<file path="config.mk">
export PLATFORM = sky130hd
export DESIGN_NAME = snapshot_scanset
export DESIGN_NICKNAME = d
export VERILOG_FILES = /design/src/rtl/ssr_pkg.sv /design/src/rtl/ssr_mode_decode.sv /design/src/rtl/ssr_system_bank.sv /design/src/rtl/ssr_shadow_chain.sv /design/src/rtl/snapshot_scanset.sv
export SDC_FILE = /design/constraint.sdc
export NUM_CORES = 1
export LEC_CHECK = 0
export BUFFER_PORTS_ARGS = -buffer_cell sky130_fd_sc_hd__buf_4
export CORE_MARGIN = 2
export CORE_UTILIZATION = 48
export CTS_CLUSTER_SIZE = 10
export DETAILED_ROUTE_END_ITERATION = 12
export PLACE_DENSITY = 0.79
export SKIP_LAST_GASP = 1
export SLEW_MARGIN = 30
export SYNTH_ARGS = -nofsm -noshare
export SYNTH_HDL_FRONTEND = slang
export SYNTH_SLANG_ARGS = --single-unit
</file>
<file path="constraint.sdc">
create_clock -name clk -period 1.11 [get_ports clk]
set_clock_uncertainty 0.15 [all_clocks]
set_input_delay 0.0555 -clock clk [delete_from_list [all_inputs] [get_ports clk]]
set_output_delay 0.0555 -clock clk [all_outputs]
set_load 0.005 [all_outputs]
</file>
<file path="src/rtl/ssr_pkg.sv">
package ssr_pkg;

    typedef enum logic [1:0] {
        SYS_HOLD    = 2'd0,
        SYS_CAPTURE = 2'd1,
        SYS_UPDATE  = 2'd2
    } sys_mode_e;

    typedef enum logic [1:0] {
        SH_HOLD  = 2'd0,
        SH_SHIFT = 2'd1,
        SH_SNAP  = 2'd2
    } sh_mode_e;

endpackage

</file>
<file path="src/rtl/ssr_mode_decode.sv">
module ssr_mode_decode
    import ssr_pkg::*;
(
    input  logic      func_cap_en,
    input  logic      update_en,
    input  logic      snap_en,
    input  logic      shift_en,
    output sys_mode_e sys_mode,
    output sh_mode_e  sh_mode
);

    // System side: a parallel transfer from the shadow outranks functional capture.
    always_comb begin
        if (update_en)        sys_mode = SYS_UPDATE;
        else if (func_cap_en) sys_mode = SYS_CAPTURE;
        else                  sys_mode = SYS_HOLD;
    end

    // Shadow side: a snapshot outranks serial shifting.
    always_comb begin
        if (snap_en)       sh_mode = SH_SNAP;
        else if (shift_en) sh_mode = SH_SHIFT;
        else               sh_mode = SH_HOLD;
    end

endmodule

</file>
<file path="src/rtl/ssr_system_bank.sv">
module ssr_system_bank
    import ssr_pkg::*;
#(
    parameter int WIDTH = 8
) (
    input  logic             clk,
    input  logic             rst_n,
    input  sys_mode_e        mode,
    input  logic [WIDTH-1:0] func_d,
    input  logic [WIDTH-1:0] shadow_q,
    output logic [WIDTH-1:0] sys_q
);

    logic [WIDTH-1:0] sys_next;

    always_comb begin
        unique case (mode)
            SYS_CAPTURE: sys_next = func_d;
            SYS_UPDATE:  sys_next = shadow_q;
            default:     sys_next = sys_q;
        endcase
    end

    always_ff @(posedge clk or negedge rst_n) begin
        if (!rst_n) sys_q <= '0;
        else        sys_q <= sys_next;
    end

endmodule

</file>
<file path="src/rtl/ssr_shadow_chain.sv">
module ssr_shadow_chain
    import ssr_pkg::*;
#(
    parameter int WIDTH = 8
) (
    input  logic             clk,
    input  logic             rst_n,
    input  sh_mode_e         mode,
    input  logic             scan_in,
    input  logic [WIDTH-1:0] sys_q,
    output logic [WIDTH-1:0] shadow_q
);

    logic [WIDTH-1:0] shifted;
    logic [WIDTH-1:0] shadow_next;

    generate
        if (WIDTH == 1) begin : g_single
            assign shifted = scan_in;
        end else begin : g_multi
            assign shifted = {shadow_q[WIDTH-2:0], scan_in};
        end
    endgenerate

    always_comb begin
        unique case (mode)
            SH_SHIFT: shadow_next = shifted;
            SH_SNAP:  shadow_next = sys_q;
            default:  shadow_next = shadow_q;
        endcase
    end

    always_ff @(posedge clk or negedge rst_n) begin
        if (!rst_n) shadow_q <= '0;
        else        shadow_q <= shadow_next;
    end

endmodule

</file>
<file path="src/rtl/snapshot_scanset.sv">
module snapshot_scanset
    import ssr_pkg::*;
#(
    parameter int WIDTH = 8
) (
    input  logic             clk,
    input  logic             rst_n,
    input  logic [WIDTH-1:0] func_d,
    input  logic             func_cap_en,
    input  logic             update_en,
    input  logic             snap_en,
    input  logic             shift_en,
    input  logic             scan_in,
    output logic             scan_out,
    output logic [WIDTH-1:0] sys_q
);

    sys_mode_e        sys_mode;
    sh_mode_e         sh_mode;
    logic [WIDTH-1:0] shadow_q;

    ssr_mode_decode u_decode (
        .func_cap_en (func_cap_en),
        .update_en   (update_en),
        .snap_en     (snap_en),
        .shift_en    (shift_en),
        .sys_mode    (sys_mode),
        .sh_mode     (sh_mode)
    );

    ssr_system_bank #(.WIDTH(WIDTH)) u_sys (
        .clk      (clk),
        .rst_n    (rst_n),
        .mode     (sys_mode),
        .func_d   (func_d),
        .shadow_q (shadow_q),
        .sys_q    (sys_q)
    );

    ssr_shadow_chain #(.WIDTH(WIDTH)) u_shadow (
        .clk      (clk),
        .rst_n    (rst_n),
        .mode     (sh_mode),
        .scan_in  (scan_in),
        .sys_q    (sys_q),
        .shadow_q (shadow_q)
    );

    assign scan_out = shadow_q[WIDTH-1];

endmodule

</file>
# Word level (Yosys, flattened, before mapping)
# Cells that the tools add are included.
# totals
reg_bits	16
input_bits	15
out_inout_bits	9
word_cells	14
# classes
n_eq_ne	4
mux	6
n_reduce_logical	2
# op_table
cell	count
$pmux 8 s2	2
$eq 2x1->1 const B	2
$eq 2x2->1 const B	2
$mux 2	2
$reduce_bool 2->1	2
$mux 1	2

# Depth between registers and ports, before layout
# Gate-level depths: netlist (run 1).
# logic_depth
depth_word	4
depth_mapped	3
ltp_nobuf	2

# Modules after synthesis
# Synthesis (run 1) repeated with hierarchy kept, for this count alone.
# unflattened
hier_cells	76
hier_area_um2	820.8
# by_module_without_submodules
module	n_inst	cells_per_inst	area_per_inst_um2	seq_area_each_um2
ssr_shadow_chain	1	36	389.1	200.2
ssr_system_bank	1	36	389.1	200.2
ssr_mode_decode	1	4	42.5	0.0

# Worst setup path before layout (run 1)
# Ideal clock, no wire load.
# synth_path
kind	flip-flop to flip-flop
from	register, netlist name u_sys.sys_q[1]
to	register u_sys.sys_q[1]
setup_ns	0.121
arrival_time_ns	0.560
t_required_ns	0.839
slack_ns	0.280
stages_incl_launch_ff	3
path_buffers	0
period_less_slack_ns	0.830
path_cell_list	dfrtp_1 mux2i_1 o21ai_1
# synth_rtl
element	line	source
to (signal assigned)	ssr_system_bank.sv:26	else sys_q <= sys_next;
to (decl)	ssr_system_bank.sv:11	output logic [WIDTH-1:0] sys_q

# Worst setup path in the final report (run 1)
# layout_path
from	register u_shadow.shadow_q[7]
to	output port scan_out
# layout_rtl
element	line	source
from (decl)	ssr_shadow_chain.sv:11	output logic [WIDTH-1:0] shadow_q
from (signal assigned)	ssr_shadow_chain.sv:35	else shadow_q <= shadow_next;
to (decl)	snapshot_scanset.sv:14	output logic scan_out,
# No word-level cell between the ends.

==> flow_summary.toml, run 1 <==
[run_status]
status = "finished clean"

[placed_design]
portBuffers = 23
dpl_cell_area_um2 = 893.4
post-place-ws_ns = 0.2186
dp.cells = 103
gp_congestion = 0.6746

[timing]
slew_headroom_pct = 85.48
fin_tns_setup_ns = 0
rsz0062_at_grt = "false"
tightest_slew_ns = 0.2178
max_freq_mhz = 964.9
slew_viol_final = 0
fin_crit_ns = 1.036
finalCritPeriodShare_pct = 93.37
fin_ws_ns = 0.07359
final_hold_viol_count = 0
setup_violations = 0
holdWs_ns = 0.01578

[worst_setup_path]
startpoint = "u_shadow.shadow_q[7]$_DFFE_PN0P_"
crit_buf_inv = 1
cp_cell_sequence = "buf_4"
regToRegStartpoint = "u_shadow.shadow_q[1]$_DFFE_PN0P_"
crit_path_top_delay_cell = "dfrtp_1"
r2r_cells = 2
cp-start-kind = "flip-flop"
arrival_ns = 0.83
cp.depth = 1
required_ns = 0.90
path_max_fanout = 3
path_class = "flip-flop to primary output"
cpLargestDelayFamily = "flip-flops"
end_kind = "primary output"
slowest_delay_ns = 0.41

[global_route]
grt_pass1_vias = 647
grt_pass1_wl_um = 2925
grt_antenna_before_repair = 0
grt_usage_pct = 20.95
grt_start_max_net_pins = 17
grt_overflow = 0

[floorplan]
dieHeight_um = 43.42
initial_utilization_pct = 50.08
die_w_um = 43.42
die-area_mm2 = 0.001885
ios = 24
rows = 14
fp.coreArea_mm2 = 0.001489

[detailed_routing]
ant_nets = 0
wire_per_inst_um = 14.14
firstDrtPassIters = 2
drt_iter0_markers = 1
routed_wl_um = 1668
vias = 611
drcViolationCount = 0
vias_per_cell = 5.178

[clock_tree]
cts_root_buf = "clkbuf_4"
ctsResizeCount = 0
cts.sinks = 16
cts_tree = "built"
htreeDepth = 1
clk_latency_ns = 0.27
cts_setup_buffers = 0
clockBufferDepth = 2
clk_pin_slew_ns = 0.09
cts_buffers = 3
ctsHoldBuffers = 12

[hold_path]
min_path_type = "input port to asynchronous set/reset pin"

[synth]
yosys-top-cells-area = "dfrtp_1 54%, mux2i_1 21%, o21ai_1 11%, nand2_1 8.1%, buf_6 6.0%"
syn_inst = 68
synth_area_um2 = 745.7
syn_area_per_cell_um2 = 10.97
yosys.cell_types.count = 5
synth_top_area_share_pct = 53.69
synth_warnings = 0
ys_seq_elements = 16
yosysTopAreaCell = "dfrtp_1"
syn_nets = 83
synth_seq_area_share_pct = 53.69

[power_and_ir_drop]
switching_share_pct = 27.63
clkPwrFrac_pct = 21.8
comb_power_share_pct = 23.9
p_per_area_mw_per_mm2 = 1317
vdd_ir_drop_max_v = 0.0008776
seq_power_share_pct = 54.4
intPower_w = 0.0009876
p_leak_nw = 0.5172
p_sw_w = 0.0003771

[finish]
final_common_cell = "buf_4"
instances_no_fill = 118
diodes = 0
design_area_mm2 = 0.001036
multi_input_area_um2 = 300.3
area_delta_synth_final_pct = 38.93
fillers = 117
final_cell_mix = "23 x buf_4, 16 x mux2i_1, 16 x nand2_1, 16 x o21ai_1, 16 x dfrtp_1"
final_nets = 119
drive_gt1_share_pct = 25.49
seqCellArea_um2 = 400.4

[job]
drv_cap = 0
==> metal layers <==
layer  routed length (µm)  global-route usage [%]  part of all wire [%]
met4                   10                   9.697                  0.60
met3                   44                   2.917                   2.6
met5                    0                       0                     0
met1                  779                   28.14                    47
met2                  834                   33.73                    50
==> registers in the layout (all words and copies together), names as in the netlist <==
signal / cells
u_sys.sys_q: 8
u_shadow.shadow_q: 8
==> power groups by stage <==
| stage | sequential (W) | clock (W) | combinational, W |
|---|---|---|---|
| 3_3_place_gp | 0.000748 | 0 | 0.000283 |
| 3_5_place_dp | 0.000752 | 0 | 0.000293 |
| 6_report | 0.000742 | 0.000297 | 0.000326 |
| 5_1_grt | 0.000756 | 0.000327 | 0.000362 |
| 2_1_floorplan | 0.000743 | 0 | 0.000149 |
| 4_1_cts | 0.000742 | 0.000303 | 0.000327 |
==> stage by stage <==
| stage | total power [W] | utilization, % |
|---|---|---|
| floorplan | 0.0008924 | - |
| global placement | 0.001031 | 60.00 |
| detailed placement | 0.001046 | 60.00 |
| CTS | 0.001372 | 69.58 |
| global route | 0.001444 | 69.58 |
| finish | 0.001365 | 69.58 |
==> logic make-up after synthesis <==
group	count (synthesis)	synth area share [%]
AOI/OAI and AO/OA	16	10.74
muxes	16	21.48
DFF	16	53.69
and+or+nand+nor	16	8.054
buffers and inverters	4	6.040
==> path summary, 6_finish.rpt <==
kind,endpoint,slack [ns]
max,scan_out,0.07
min reg2reg,u_sys.sys_q[0]$_DFFE_PN0P_,0.37
min in group clk,u_shadow.shadow_q[7]$_DFFE_PN0P_,0.02
max in group asynchronous,u_shadow.shadow_q[1]$_DFFE_PN0P_,0.61
min,u_sys.sys_q[6]$_DFFE_PN0P_,0.02
max reg2reg,u_shadow.shadow_q[2]$_DFFE_PN0P_,0.19
==> layout make-up <==
cell class	instances	area share [%]
multi-input combinational	48	28.99
timing repair buffer	35	28.26
sequential	16	38.65
tap	16	1.932
clock buffer	3	2.174
==> synth_stat cells (all sizes together) <==
cell type / instances
mux2i: 16
dfrtp: 16
o21ai: 16
nand2: 16
buf: 4
No activity file was read; power rests on OpenSTA's default activity.
==> run 2, diff against run 1 <==
PLACE_DENSITY = 0.76   (was 0.79)
==> run 2 against run 1 <==
Compared with the run above: fmax shrank 2.3%; clock power grew 32%; die area is the same; global-route usage shrank 0.84 points; sequential power is essentially flat; clock-buffer cell count grew 1; cell count grew 0.85%; register-to-register slack gained 0.03 ns; first-iteration DRC count grew to 5.0 times the previous value; largest cell class unchanged.
==> flow_summary.toml, run 2 (synthesized netlist as in run 1, its figures left out) <==
[finish]
diodes = 0
final_cell_mix = "23 x buf_4, 16 x mux2i_1, 16 x nand2_1, 16 x o21ai_1, 16 x dfrtp_1"
multi_input_area_um2 = 300.3
fillers = 116
area_delta_synth_final_pct = 40.77
seqCellArea_um2 = 400.4
drive_gt1_share_pct = 26.21
final_common_cell = "buf_4"
final_nets = 119
top_regs = "u_shadow.shadow_q (8), u_sys.sys_q (8)"

[worst_setup_path]
crit_path_top_delay_cell = "dfrtp_1"
end_kind = "primary output"
slowest_delay_ns = 0.42
cpLargestDelayFamily = "flip-flops"
crit_buf_inv = 1
path_max_fanout = 3
path_class = "flip-flop to primary output"
arrival_ns = 0.86
required_ns = 0.90
cp_cell_sequence = "buf_4"
cp-start-kind = "flip-flop"

[clock_tree]
clockBufferDepth = 2
cts_root_buf = "clkbuf_4"
clk_pin_slew_ns = 0.09
htreeDepth = 1
cts.sinks = 16
ctsResizeCount = 0
cts_buffers = 3
cts_tree = "built"
clk_latency_ns = 0.29

[power_and_ir_drop]
vdd_ir_drop_max_v = 0.0008269
p_leak_nw = 0.5244
p_per_area_mw_per_mm2 = 1388

[global_route]
grt_overflow = 0
grt_antenna_before_repair = 0
grt_start_max_net_pins = 17
grt_pass1_wl_um = 2677
grt_pass1_vias = 627
grt_usage_pct = 20.11

[job]
drv_cap = 0

[timing]
fin_crit_ns = 1.061
tightest_slew_ns = 0.2144
max_freq_mhz = 943.0
rsz0062_at_grt = "false"
slew_headroom_pct = 85.70
setup_violations = 0
finalCritPeriodShare_pct = 95.54
final_hold_viol_count = 0
fin_ws_ns = 0.04950
fin_tns_setup_ns = 0
slew_viol_final = 0

[floorplan]
ios = 24
die_w_um = 43.42
rows = 14
die-area_mm2 = 0.001885
dieHeight_um = 43.42
fp.coreArea_mm2 = 0.001489
initial_utilization_pct = 50.08

[detailed_routing]
routed_wl_um = 1586
drt_iter0_markers = 5
firstDrtPassIters = 4
drcViolationCount = 0
vias = 636
vias_per_cell = 5.345
wire_per_inst_um = 13.33
ant_nets = 0

[run_status]
status = "finished clean"

[hold_path]
min_path_type = "input port to asynchronous set/reset pin"

[placed_design]
gp_congestion = 0.7018
hpwl_um = 1057
portBuffers = 23
post-place-ws_ns = 0.2187
run 2: cell count changes in the layout (fill, tap and decap cells not counted):
cell and change:
clkbuf_8 +1
run 2: report_power, final:
group	internal (W)	switching, W
combinational	0.000191	0.000132
sequential	0.000671	0.0000718
clock	0.000200	0.000191
run 2: what timing repair did:
item / in CTS / in global routing
buffers inserted: 0 / 0
endpoints found under the setup margin: 0 / 0
hold buffers: 12 / 0
hold endpoints to repair: 32 / 0
run 2: layout make-up:
class	count	share of cell area, %
clock buffer	4	3.456
multi-input combinational	48	28.61
sequential	16	38.14
tap	16	1.907
timing repair buffer	35	27.89
run 2: layer usage:
metal / up-vias / track usage [%] / routed length [µm]
li1: 304 / - / -
met1: 307 / 26.37 / 743
met2: 20 / 30.75 / 715
met3: 5 / 5.000 / 85
met4: 0 / 10.91 / 41
met5: - / 0 / 0
run 2: through the flow:
step	hold WS, ns	cell area (µm²)	total power, W	util, %	instances
floorplan	-0.3901	745.7	0.0008924	-	68
global placement	-0.2246	893.4	0.001031	60.00	103
detailed placement	-0.2229	893.4	0.001046	60.00	103
CTS	0.0002467	1050	0.001471	70.50	119
global route	0.01468	1050	0.001542	70.50	119
finish	0.006807	1050	0.001457	70.50	119
run 2: path summary, 6_finish.rpt:
check	start	endpoint	slack (ns)	cells after the start
worst min-delay path	rst_n	u_sys.sys_q[4]$_DFFE_PN0P_	0.007	2
worst min register to register	u_sys.sys_q[2]$_DFFE_PN0P_	u_shadow.shadow_q[2]$_DFFE_PN0P_	0.37	2
worst max register to register	u_shadow.shadow_q[5]$_DFFE_PN0P_	u_shadow.shadow_q[6]$_DFFE_PN0P_	0.22	2
min in group clk	shift_en	u_shadow.shadow_q[2]$_DFFE_PN0P_	0.01	3
worst max-delay path	u_shadow.shadow_q[7]$_DFFE_PN0P_	scan_out	0.05	1
max in group asynchronous	rst_n	u_shadow.shadow_q[0]$_DFFE_PN0P_	0.62	2
==> run 3, diff against run 2 <==
ABC_AREA = 1   (was default)
PLACE_DENSITY = 0.75   (was 0.76)
==> run 3 against run 2 <==
Compared with the run above: worst hold slack got worse by 0.0063 ns; flip-flop and latch count did not move; critical path depth rose by 4; synthesized area rose by 6.4%; wire length rose by 27%; combinational power rose by 7.1%; clock power barely moved; total power rose by 1.8%; sequential share of layout area fell by 2.6 points; synthesized cell count rose by 53%; non-clock buffer count rose by 1; critical path type is now input port to flip-flop; largest cell class unchanged; largest power group unchanged.
==> flow_summary.toml, run 3 <==
[run_status]
status = "finished clean"

[worst_setup_path]
path_max_fanout = 9
arrival_ns = 1.16
cp_cell_sequence = "dlygate4sd3_1 > buf_4 > nor2_4 > nand2_1 > nand3_1"
required_ns = 1.19
path_class = "input port to flip-flop"
slowest_delay_ns = 0.54
end_kind = "flip-flop"
crit_path_top_delay_cell = "dlygate4sd3_1"
cp-start-kind = "input port"

[synth]
yosys.cell_types.count = 9
synth.most_common_cell = "nand2_1"
synth_commonest_cells = "64 x nand2_1, 16 x dfrtp_1, 16 x nand3_1, 2 x buf_6, 2 x inv_2"
synth_warnings = 0
synth-main-ff-cell = "dfrtp_1"
synth_area_um2 = 793.3
ys_async_sr_fraction_pct = 100.0
ys_seq_elements = 16
yosys-top-cells-area = "dfrtp_1 50%, nand2_1 30%, nand3_1 10%, buf_6 2.8%, nor2_8 2.5%"
yosysTopAreaCell = "dfrtp_1"
syn_nets = 119
synth_enable_flop_cells = 0
synth_top_area_share_pct = 50.47
syn_area_per_cell_um2 = 7.628
syn_inst = 104
synth_seq_area_share_pct = 50.47

[power_and_ir_drop]
vdd_ir_drop_max_v = 0.001024
p_leak_nw = 0.6187
finalPower_w = 0.001482
p_per_area_mw_per_mm2 = 1315

[timing]
slew_viol_final = 0
tightest_slew_ns = 0.2246
slew_headroom_pct = 84.99
finalCritPeriodShare_pct = 98.07
rsz0062_at_grt = "true"
final_hold_viol_count = 0
setup_violations = 0
holdWs_ns = 0.0004689
max_freq_mhz = 918.6
fin_tns_setup_ns = 0
fin_crit_ns = 1.089

[floorplan]
rows = 14
die-area_mm2 = 0.001994
fp.coreArea_mm2 = 0.001524
die_w_um = 44.65
ios = 24
initial_utilization_pct = 52.05
dieHeight_um = 44.65

[detailed_routing]
vias = 791
wire_per_inst_um = 12.80
routed_wl_um = 2009
drcViolationCount = 0
vias_per_cell = 5.038
drt_iter0_markers = 21
ant_nets = 0
firstDrtPassIters = 4

[finish]
top_regs = "u_shadow.shadow_q (8), u_sys.sys_q (8)"
fillers = 122
instances_no_fill = 157
diodes = 0
drive_gt1_share_pct = 22.70
final_cell_mix = "64 x nand2_1, 23 x buf_4, 16 x nand3_1, 16 x dfrtp_1, 13 x dlygate4sd3_1"
final_common_cell = "nand2_1"
multi_input_area_um2 = 351.6
area_delta_synth_final_pct = 42.11
final_nets = 157
seqCellArea_um2 = 400.4

[global_route]
grt_usage_pct = 22.98
grt_pass1_vias = 747
grt_overflow = 0
grt_start_max_net_pins = 17
grt_pass1_wl_um = 3318
grt_antenna_before_repair = 0

[clock_tree]
cts_root_buf = "clkbuf_4"
cts_buffers = 3
clockBufferDepth = 2
clk_pin_slew_ns = 0.10
cts_tree = "built"
htreeDepth = 1
cts.sinks = 16
clk_latency_ns = 0.29

[placed_design]
dp.cells = 140
gp_congestion = 0.8423
portBuffers = 23
hpwl_um = 1345

[job]
drv_cap = 0

[hold_path]
min_path_type = "input port to flip-flop"
-- run 3: cell types whose count changed in the layout (fill, tap and decap cells not counted), moves of 2 or more --
cell and delta:
mux2i_1 -16, nand3_1 +16, nand2_1 +48, inv_4 +2
o21ai_1 -16
-- run 3: repair_timing --
action,CTS,global route
setup endpoints to repair,0,6
hold endpoints to repair,32,0
gates resized for setup,0,1
hold buffers,13,0
setup buffers,0,0
-- run 3: routing by layer --
metal | track usage [%] | wire (µm) | vias up
met1 | 31.95 | 918 | 366
met2 | 35.36 | 972 | 21
met3 | 2.449 | 85 | 4
met4 | 11.52 | 34 | 0
li1 | - | - | 400
met5 | 0 | 0 | -
-- run 3: cell type report --
| type | instances | share of cell area, % |
|---|---|---|
| sequential | 16 | 35.52 |
| multi-input combinational | 82 | 31.19 |
| timing repair buffer | 36 | 26.86 |
| clock buffer | 4 | 3.219 |
| tap | 16 | 1.776 |
| inverter | 3 | 1.443 |
-- run 3: critical path, delay by kind of cell --
kind	cells	cell delay [ns]
simple gates	3	0.40
buf+inv	2	0.72
-- run 3: worst paths after layout --
kind	start	end	slack, ns	depth (start not counted)
min in group asynchronous	rst_n	u_shadow.shadow_q[2]$_DFFE_PN0P_	0.01	2
worst max-delay path	func_cap_en	u_sys.sys_q[1]$_DFFE_PN0P_	0.02	5
max in group asynchronous	rst_n	u_shadow.shadow_q[5]$_DFFE_PN0P_	0.63	2
worst min register to register	u_sys.sys_q[3]$_DFFE_PN0P_	u_sys.sys_q[3]$_DFFE_PN0P_	0.37	2
worst min-delay path	snap_en	u_shadow.shadow_q[2]$_DFFE_PN0P_	0.0005	4
worst max register to register	u_sys.sys_q[6]$_DFFE_PN0P_	u_shadow.shadow_q[6]$_DFFE_PN0P_	0.20	4
-- run 3: logic make-up after synthesis --
logic type	Yosys count	share of synthesized area, %
buffers and inverters	6	5.205
flip-flops	16	50.47
AND/OR/NAND/NOR	82	44.32
-- run 3: power by group --
part           total [W]  switching (W)  internal [W]
combinational   0.000346       0.000163      0.000183
sequential      0.000745      0.0000752      0.000670
clock           0.000392       0.000192      0.000200
-- run 3: through the flow --
| step | instance area [µm²] | worst slack (ns) | util (%) |
|---|---|---|---|
| after floorplan | 793.3 | 0.2740 | - |
| after global placement | 958.4 | 0.2343 | 62.89 |
| after detailed placement | 958.4 | 0.2130 | 62.89 |
| after CTS | 1125 | 0.01981 | 73.81 |
| after global routing | 1127 | -0.0003013 | 73.97 |
| final | 1127 | 0.02143 | 73.97 |
